$ cat config.mk
export PLATFORM = sky130hd
export DESIGN_NAME = boot_lock_id
export DESIGN_NICKNAME = d
export VERILOG_FILES = /design/src/rtl/boot_lock_id_pkg.sv /design/src/rtl/boot_seq_decoder.sv /design/src/rtl/boot_mode_timer.sv /design/src/rtl/boot_lock_regs.sv /design/src/rtl/boot_lock_id.sv
export SDC_FILE = /design/constraint.sdc
export NUM_CORES = 1
export LEC_CHECK = 0
export BUFFER_PORTS_ARGS = -buffer_cell sky130_fd_sc_hd__buf_2
export CORE_ASPECT_RATIO = 1.5
export CORE_MARGIN = 3
export CORE_UTILIZATION = 33
export DETAILED_ROUTE_END_ITERATION = 8
export SKIP_LAST_GASP = 1
export SYNTH_ARGS = -nofsm -noshare
export SYNTH_HDL_FRONTEND = slang
export SYNTH_SLANG_ARGS = --single-unit
$ cat constraint.sdc
create_clock -name clk -period 1.9 [get_ports clk]
set_input_delay 0 -clock clk [delete_from_list [all_inputs] [get_ports clk]]
set_output_delay 0 -clock clk [all_outputs]
set_load 0.03 [all_outputs]
$ cat src/rtl/boot_lock_id_pkg.sv
package boot_lock_id_pkg;

    localparam int CMD_W = 15;

    localparam logic [CMD_W-1:0] KEY_ADDR_A = 15'h5555;
    localparam logic [CMD_W-1:0] KEY_ADDR_B = 15'h2AAA;

    localparam logic [7:0] KEY_BYTE_A  = 8'hAA;
    localparam logic [7:0] KEY_BYTE_B  = 8'h55;
    localparam logic [7:0] OP_ID_ON    = 8'h90;
    localparam logic [7:0] OP_ID_OFF   = 8'hF0;
    localparam logic [7:0] OP_LOCK_PRE = 8'h80;
    localparam logic [7:0] OP_LOCK_ARM = 8'h40;
    localparam logic [7:0] LOCK_LO_BYTE = 8'h00;
    localparam logic [7:0] LOCK_HI_BYTE = 8'hFF;

    localparam logic [7:0] MAKER_CODE = 8'h1F;
    localparam logic [7:0] PART_CODE  = 8'hC4;

    typedef enum logic [2:0] {
        SQ_IDLE,
        SQ_KEY1,
        SQ_KEY2,
        SQ_LK1,
        SQ_LK2,
        SQ_LK3,
        SQ_ARMED
    } seq_state_t;

    typedef struct packed {
        logic id_on;
        logic id_off;
        logic set_lo;
        logic set_hi;
    } seq_cmd_t;

    function automatic logic [7:0] lock_status_byte(input logic locked);
        return {7'h7F, locked};
    endfunction

endpackage

$ cat src/rtl/boot_seq_decoder.sv
module boot_seq_decoder
    import boot_lock_id_pkg::*;
#(
    parameter int ADDR_W = 19
) (
    input  logic              clk,
    input  logic              rst,
    input  logic              wr_ok,
    input  logic [ADDR_W-1:0] addr,
    input  logic [7:0]        data,
    output seq_cmd_t          cmd
);

    localparam logic [ADDR_W-1:0] ADDR_ZERO = '0;
    localparam logic [ADDR_W-1:0] ADDR_TOP  = '1;

    seq_state_t state_q, state_d;

    logic hit_a, hit_b;
    assign hit_a = (addr[CMD_W-1:0] == KEY_ADDR_A);
    assign hit_b = (addr[CMD_W-1:0] == KEY_ADDR_B);

    always_comb begin
        state_d = state_q;
        cmd     = '0;
        if (wr_ok) begin
            state_d = SQ_IDLE;
            unique case (state_q)
                SQ_IDLE: if (hit_a && data == KEY_BYTE_A) state_d = SQ_KEY1;
                SQ_KEY1: if (hit_b && data == KEY_BYTE_B) state_d = SQ_KEY2;
                SQ_KEY2: if (hit_a) begin
                    if (data == OP_ID_ON)    cmd.id_on  = 1'b1;
                    if (data == OP_ID_OFF)   cmd.id_off = 1'b1;
                    if (data == OP_LOCK_PRE) state_d    = SQ_LK1;
                end
                SQ_LK1:  if (hit_a && data == KEY_BYTE_A)  state_d = SQ_LK2;
                SQ_LK2:  if (hit_b && data == KEY_BYTE_B)  state_d = SQ_LK3;
                SQ_LK3:  if (hit_a && data == OP_LOCK_ARM) state_d = SQ_ARMED;
                SQ_ARMED: begin
                    cmd.set_lo = (addr == ADDR_ZERO) && (data == LOCK_LO_BYTE);
                    cmd.set_hi = (addr == ADDR_TOP)  && (data == LOCK_HI_BYTE);
                end
                default: state_d = SQ_IDLE;
            endcase
        end
    end

    always_ff @(posedge clk) begin
        if (rst) state_q <= SQ_IDLE;
        else     state_q <= state_d;
    end

endmodule

$ cat src/rtl/boot_mode_timer.sv
module boot_mode_timer #(
    parameter int PAUSE_CYCLES = 4_000_000
) (
    input  logic clk,
    input  logic rst,
    input  logic go_on,
    input  logic go_off,
    output logic id_mode,
    output logic busy
);

    localparam int CNT_W = $clog2(PAUSE_CYCLES + 1);
    localparam logic [CNT_W-1:0] LOAD_VAL = CNT_W'(PAUSE_CYCLES);
    localparam logic [CNT_W-1:0] ONE      = CNT_W'(1);

    logic [CNT_W-1:0] cnt_q;
    logic             target_q;

    assign busy = (cnt_q != '0);

    always_ff @(posedge clk) begin
        if (rst) begin
            cnt_q    <= '0;
            target_q <= 1'b0;
            id_mode  <= 1'b0;
        end else if (go_on || go_off) begin
            cnt_q    <= LOAD_VAL;
            target_q <= go_on;
        end else if (busy) begin
            cnt_q <= cnt_q - ONE;
            if (cnt_q == ONE) id_mode <= target_q;
        end
    end

endmodule

$ cat src/rtl/boot_lock_regs.sv
module boot_lock_regs #(
    parameter int ADDR_W   = 19,
    parameter int REGION_W = 14
) (
    input  logic              clk,
    input  logic              set_lo,
    input  logic              set_hi,
    input  logic              load,
    input  logic [1:0]        load_val,
    input  logic [ADDR_W-1:0] addr,
    output logic [1:0]        lock_q,
    output logic              inhibit
);

    localparam int TAG_W = ADDR_W - REGION_W;
    localparam logic [TAG_W-1:0] TAG_LO = '0;
    localparam logic [TAG_W-1:0] TAG_HI = '1;

    logic [TAG_W-1:0] tag;
    assign tag = addr[ADDR_W-1:REGION_W];

    always_ff @(posedge clk) begin
        if (load) begin
            lock_q <= load_val;
        end else begin
            if (set_lo) lock_q[0] <= 1'b1;
            if (set_hi) lock_q[1] <= 1'b1;
        end
    end

    assign inhibit = (lock_q[0] && tag == TAG_LO) || (lock_q[1] && tag == TAG_HI);

endmodule

$ cat src/rtl/boot_lock_id.sv
module boot_lock_id
    import boot_lock_id_pkg::*;
#(
    parameter int ADDR_W       = 19,
    parameter int REGION_W     = 14,
    parameter int PAUSE_CYCLES = 4_000_000
) (
    input  logic              clk,
    input  logic              rst,
    input  logic              wr_stb,
    input  logic [ADDR_W-1:0] bus_addr,
    input  logic [7:0]        wr_data,
    input  logic [7:0]        mem_rdata,
    output logic [7:0]        rd_data,
    output logic              prog_inhibit,
    output logic              chip_erase_dis,
    input  logic              lock_load,
    input  logic [1:0]        lock_load_val
);

    localparam logic [ADDR_W-1:0] STAT_LO_ADDR = ADDR_W'(2);
    localparam logic [ADDR_W-1:0] STAT_HI_ADDR = {{(ADDR_W-4){1'b1}}, 4'h2};

    seq_cmd_t   cmd;
    logic       id_mode;
    logic       busy;
    logic [1:0] lock_q;

    boot_seq_decoder #(.ADDR_W(ADDR_W)) u_seq (
        .clk   (clk),
        .rst   (rst),
        .wr_ok (wr_stb && !busy),
        .addr  (bus_addr),
        .data  (wr_data),
        .cmd   (cmd)
    );

    boot_mode_timer #(.PAUSE_CYCLES(PAUSE_CYCLES)) u_tmr (
        .clk     (clk),
        .rst     (rst),
        .go_on   (cmd.id_on),
        .go_off  (cmd.id_off),
        .id_mode (id_mode),
        .busy    (busy)
    );

    boot_lock_regs #(.ADDR_W(ADDR_W), .REGION_W(REGION_W)) u_lock (
        .clk      (clk),
        .set_lo   (cmd.set_lo),
        .set_hi   (cmd.set_hi),
        .load     (lock_load),
        .load_val (lock_load_val),
        .addr     (bus_addr),
        .lock_q   (lock_q),
        .inhibit  (prog_inhibit)
    );

    assign chip_erase_dis = |lock_q;

    always_comb begin
        rd_data = mem_rdata;
        if (id_mode) begin
            if (bus_addr[ADDR_W-1:1] == '0)
                rd_data = bus_addr[0] ? PART_CODE : MAKER_CODE;
            else if (bus_addr == STAT_LO_ADDR)
                rd_data = lock_status_byte(lock_q[0]);
            else if (bus_addr == STAT_HI_ADDR)
                rd_data = lock_status_byte(lock_q[1]);
        end
    end

endmodule

Word level (Yosys, flattened, before mapping)

Index checks and enable logic that the tools add are counted.

Flip-flop bits (word level): 29
Input bits: 41
Output and inout port bits: 10

Add/sub/neg operators: 1
Eq/ne operators: 20
Mux-type cells: 24
Bitwise gates (word level): 1
Reductions and logical operators: 23

Operator list:

| operator                                           | number |
|---|---|
| two-way mux 22 bit                                 | 2 |
| == test 8 bit, second input constant               | 5 |
| two-way mux 8 bit                                  | 5 |
| == test 19 bit, second input constant              | 2 |
| == test 22 x 1 -> 1 bit, second input constant     | 1 |
| nonzero test 22 bit                                | 1 |
| subtractor 22 x 1 -> 22 bit, second input constant | 1 |
| == test 19 x 2 -> 1 bit, second input constant     | 1 |
| zero test 19 bit                                   | 1 |
| zero test 18 bit                                   | 1 |
| one-hot mux 3 bit (6 select lines)                 | 1 |
| == test 8 x 7 -> 1 bit, second input constant      | 2 |
| == test 15 x 14 -> 1 bit, second input constant    | 1 |
| == test 15 bit, second input constant              | 1 |
| two-way mux 2 bit                                  | 7 |
| == test 3 bit, second input constant               | 3 |
| two-way mux 3 bit                                  | 3 |
| logical AND 1 bit                                  | 8 |
| zero test 8 bit                                    | 1 |
| == test 3 x 2 -> 1 bit, second input constant      | 2 |
| nonzero test 2 bit                                 | 3 |
| == test 5 bit, second input constant               | 1 |
| zero test 5 bit                                    | 1 |
| two-way mux 1 bit                                  | 5 |
| 8 further kinds                                    | 10 |

Logic depth before layout (Yosys ltp)

Word-level depth: 8
Gate-level depth with buffers: 8

Cells and area by module

A second synthesis with hierarchy kept.

Cells, all modules: 260
Area, all modules: 2142.1 µm²

By module, submodules not included:

| module           | instances | cells each | area each (µm²) |
|---|---|---|---|
| boot_mode_timer  | 1         | 138        | 1243.7 |
| boot_seq_decoder | 1         | 72         | 519.2 |
| boot_lock_id     | 1         | 39         | 265.3 |
| boot_lock_regs   | 1         | 11         | 113.9 |

Worst setup path after synthesis

Ideal clock, no wire load.

Path kind: flip-flop to flip-flop
Start: register u_tmr.cnt_q[2]
End: register u_tmr.cnt_q[13]
Data arrival time: 1854 ps
Data required time: 1834 ps
Slack: -20 ps
Stages on the path, launching flop included: 6
Path buffers: 0
Clock period less this slack: 1920 ps
Cell sequence: dfxtp_1 or4_4 nor3_4 o211ai_4 or4_4 a21oi_2

Word-level cells in the longest chain between the ends: 6
Elaborated cells on any way between the ends: 7
Classes of those cells: add/sub (1); mux (1); reduce/logical (5)

Ends and longest elaborated chain:

| item                                                                | line                  | RTL |
|---|---|---|
| start: declaration                                                  | boot_mode_timer.sv:16 | `logic [CNT_W-1:0] cnt_q;` |
| start signal: assignment                                            | boot_mode_timer.sv:30 | `cnt_q <= cnt_q - ONE;` |
| branches (longest 6 deep; another with subtractor 22 x 1 -> 22 bit) | --                    |  |

Parallel ways; which one is timed is not known.
A chain may end at the register's enable or synchronous reset.

Worst setup path in the final report

Start: register u_tmr.cnt_q[5]
End: register u_tmr.cnt_q[13]

Same word-level chain as after synthesis.

==> out/qor.txt <==
============================================================================
Run status .................................................... finished, violations left
Violations in the final reports ............................... setup timing
Skew-Pair Late Insertion Delay ................................      0.28 ns
Final standard cell utilization of the core ...................        0.497
Cells after Synth .............................................          245
First-pass GRT wire length ....................................      9400 um
Clock Path Buffers ............................................            2
Maximum number of pins on one net before global-route repair ..           16
Pre-antenna DRT Iters .........................................            4
Count of distinct cell types in the synthesized netlist .......           54
Transition time of the tightest slew-check pin ................     0.547 ns
DP Wirelength .................................................      4660 um
Crit. End Element .............................................         flop
End point of the most critical hold path ...................... u_lock.lock_q[1]
Largest fanout of any net on the critical path ................            6
Die W .........................................................      68.7 um
Reg-to-reg critical path endpoint ............................. u_tmr.cnt_q[13]
Mapped Nets ...................................................          289
Worst setup path category ..................................... flop to flop
Effective utilization at floorplan ............................        0.349
Antenna violations before repair ..............................            0
Gr ovfl total .................................................            0
Share of synthesized area occupied by flip-flops and latches ..        0.308
Worst Path Arrival ............................................      2.13 ns
Post-route DRC ................................................            0
ANT cells .....................................................            0
First DRT Iteration DRCs ......................................           91
Number of global-route vias before repair .....................         2195
Area of the mapped netlist ....................................  0.00195 mm2
Fin Hold WS ...................................................    0.0102 ns
Clock tree from TritonCTS .....................................          yes
CTS HTree Levels ..............................................            2
Die Height ....................................................       100 um
Hold Fails Final Rpt ..........................................            0
Count of nets after finishing .................................          382
Mean post-synth cell area .....................................     7.95 um2
Routed wire per std cell ......................................      14.6 um
Number of buffers created by CTS ..............................            5
Number of synthesized register bits ...........................           29
Top FF cell, synth ............................................ sky130_fd_sc_hd__dfxtp_1
Max rail drop VDD .............................................      1.29 mV
Final Worst Setup Slack .......................................   -0.0131 ns
Number of core rows ...........................................           33
Final critical path time including I/O delays and setup .......      1.91 ns
Total global routing track utilization ........................        0.174
Number of synthesis warnings ..................................            0
IO Count ......................................................           51
RSZ-0062 raised after global routing ..........................          yes
Leak pwr ......................................................      1.12 nW
Category of the worst setup path launch point .................         flop
Count of cells along the worst hold path ......................            2
Clock skew ....................................................   0.00826 ns
Number of sinks handled by clock tree synthesis ...............           29
Setup TNS .....................................................   -0.0131 ns
Hold path startpoint ..........................................    lock_load
Class of the tightest hold or removal check ................... input port to flop
Vias after detailed routing ...................................         2239
Post-synth ARST share .........................................            0
Most used cells in the layout excluding fill and tap cells .... sky130_fd_sc_hd__buf_2, sky130_fd_sc_hd__buf_4, sky130_fd_sc_hd__dfxtp_1, sky130_fd_sc_hd__nor2_1, sky130_fd_sc_hd__a21oi_1
Worst R2R Setup Slack .........................................     -0.01 ns
Reported max-cap violation count ..............................            0
CP required ...................................................      2.11 ns
Max-slew headroom .............................................        0.632
Relative area change from synthesis to final layout ...........        42.4%
Number of routed nets with antenna violations .................            0
Finish-stage setup viols ......................................            1
Share of layout cells above drive strength 1 ..................        0.369
Startpoint of the lowest-slack register-to-register path ...... u_tmr.cnt_q[5]
Gpl congestion ................................................        0.819
Clock transition at the registers of the reported paths .......      0.06 ns
Cell at the root of the clock tree ............................ sky130_fd_sc_hd__clkbuf_8
Power per cell area ...........................................  1850 mW/mm2
Final Max Tran Viols ..........................................            0
Routed via count divided by cell count ........................         5.47
Total die area ................................................  0.00688 mm2
Most common library cell in the layout ignoring fill and taps . sky130_fd_sc_hd__buf_2
Register-to-Register Path Depth ...............................            5
Highest attainable clock frequency ............................      523 MHz
Number of buffer cells added on primary ports .................           50
Final worst path period share .................................         1.01
Drt total wl ..................................................      5960 um
Number of flops mapped to enable cells by yosys ...............            2
Core Footprint ................................................  0.00557 mm2
============================================================================
## state kept, by name, indices dropped and copies added, names as in the netlist
signal	count
u_tmr.id_mode	1
u_lock.lock_q	2
u_seq.state_q	3
u_tmr.cnt_q	22
u_tmr.target_q	1
## worst max-delay path, cell delays in order, from the launching register on
cell and delay, ns:
sky130_fd_sc_hd__dfxtp_2 0.33, sky130_fd_sc_hd__or4_4 0.55, sky130_fd_sc_hd__nor3_4 0.27, sky130_fd_sc_hd__o211ai_4 0.14, sky130_fd_sc_hd__or4_4 0.43, sky130_fd_sc_hd__a21oi_2 0.13
## final cells by class
type	instances	area, um2
inverters	9	33.8
multi-input cells	200	1370
well taps	70	87.6
clock inverters	2	10.0
repair buffers	93	594
fillers	559	2800
flip-flops and latches	29	603
clock buffers	6	72.6
## layer usage
metal	vias to the layer above	track usage	share of wire
met3	6	0.0291	0.070
li1	1133	-	-
met1	1035	0.177	0.38
met4	0	0.0465	0.010
met5	-	0	0
met2	65	0.344	0.54
## logic make-up after synthesis
family                   synth area share
AO/OA/AOI/OAI                       0.201
adder cells (fa/ha/maj)            0.0193
flip-flops                          0.308
XOR/XNOR                           0.0630
buffers and inverters              0.0334
multiplexers                       0.0103
AND/OR/NAND/NOR                     0.364
## Yosys cell counts (all sizes together) (2+ instances only)
cell type / number / area [um2]
o21ai: 10 / 50.0
buf: 2 / 11.3
a21oi: 18 / 93.8
inv: 9 / 33.8
o31ai: 4 / 30.0
or4: 6 / 52.6
o311ai: 2 / 17.5
a21bo: 2 / 20.0
nor3: 10 / 66.3
ha: 3 / 37.5
nand3: 14 / 70.1
nor4: 19 / 119
and4: 2 / 17.5
edfxtp: 2 / 60.1
o21bai: 2 / 15.0
nand4: 10 / 62.6
nor2: 21 / 78.8
a31oi: 5 / 31.3
mux2i: 2 / 20.0
and2: 2 / 12.5
or2: 3 / 18.8
or3: 7 / 43.8
nand2: 13 / 48.8
xor2: 9 / 78.8
dfxtp: 27 / 541
a211oi: 4 / 30.0
xnor2: 5 / 43.8
nand3b: 2 / 15.0
clkbuf: 5 / 20.0
nand2b: 5 / 31.3
and3: 5 / 31.3
## where the power goes
part           total [W]  internal (W)  switching [W]
clock network   0.000479      0.000253       0.000227
logic            0.00358       0.00173        0.00185
registers        0.00106      0.000839       0.000218
## metrics by stage
stage          power, W  area, um2  cells  worst slack, ns
2_1_floorplan   0.00277       1950    245          -0.0196
3_5_place_dp    0.00413       2570    398          -0.0544
3_3_place_gp    0.00411       2570    398          0.00640
4_1_cts         0.00469       2680    409          -0.0107
5_1_grt         0.00554       2770    409          -0.0815
6_report        0.00512       2770    409          -0.0131
## what timing repair did
item,CTS,global route
hold buffers,2,0
resized for setup,2,22
hold endpoints to repair,2,0
pin swaps,0,4
buffers inserted,1,0
endpoints found under the setup margin,4,28
## worst max-delay path by stage
stage,cells past startpoint,endpoint,start
after CTS,5,u_tmr.cnt_q[13],u_tmr.cnt_q[5]
after global placement,8,u_tmr.cnt_q[6],u_tmr.cnt_q[0]
after floorplan,5,u_tmr.cnt_q[13],u_tmr.cnt_q[2]
final,5,u_tmr.cnt_q[13],u_tmr.cnt_q[5]
after global routing,5,u_tmr.cnt_q[13],u_tmr.cnt_q[5]
after detailed placement,8,u_tmr.cnt_q[6],u_tmr.cnt_q[0]
Power figures use the tool's default switching activity.
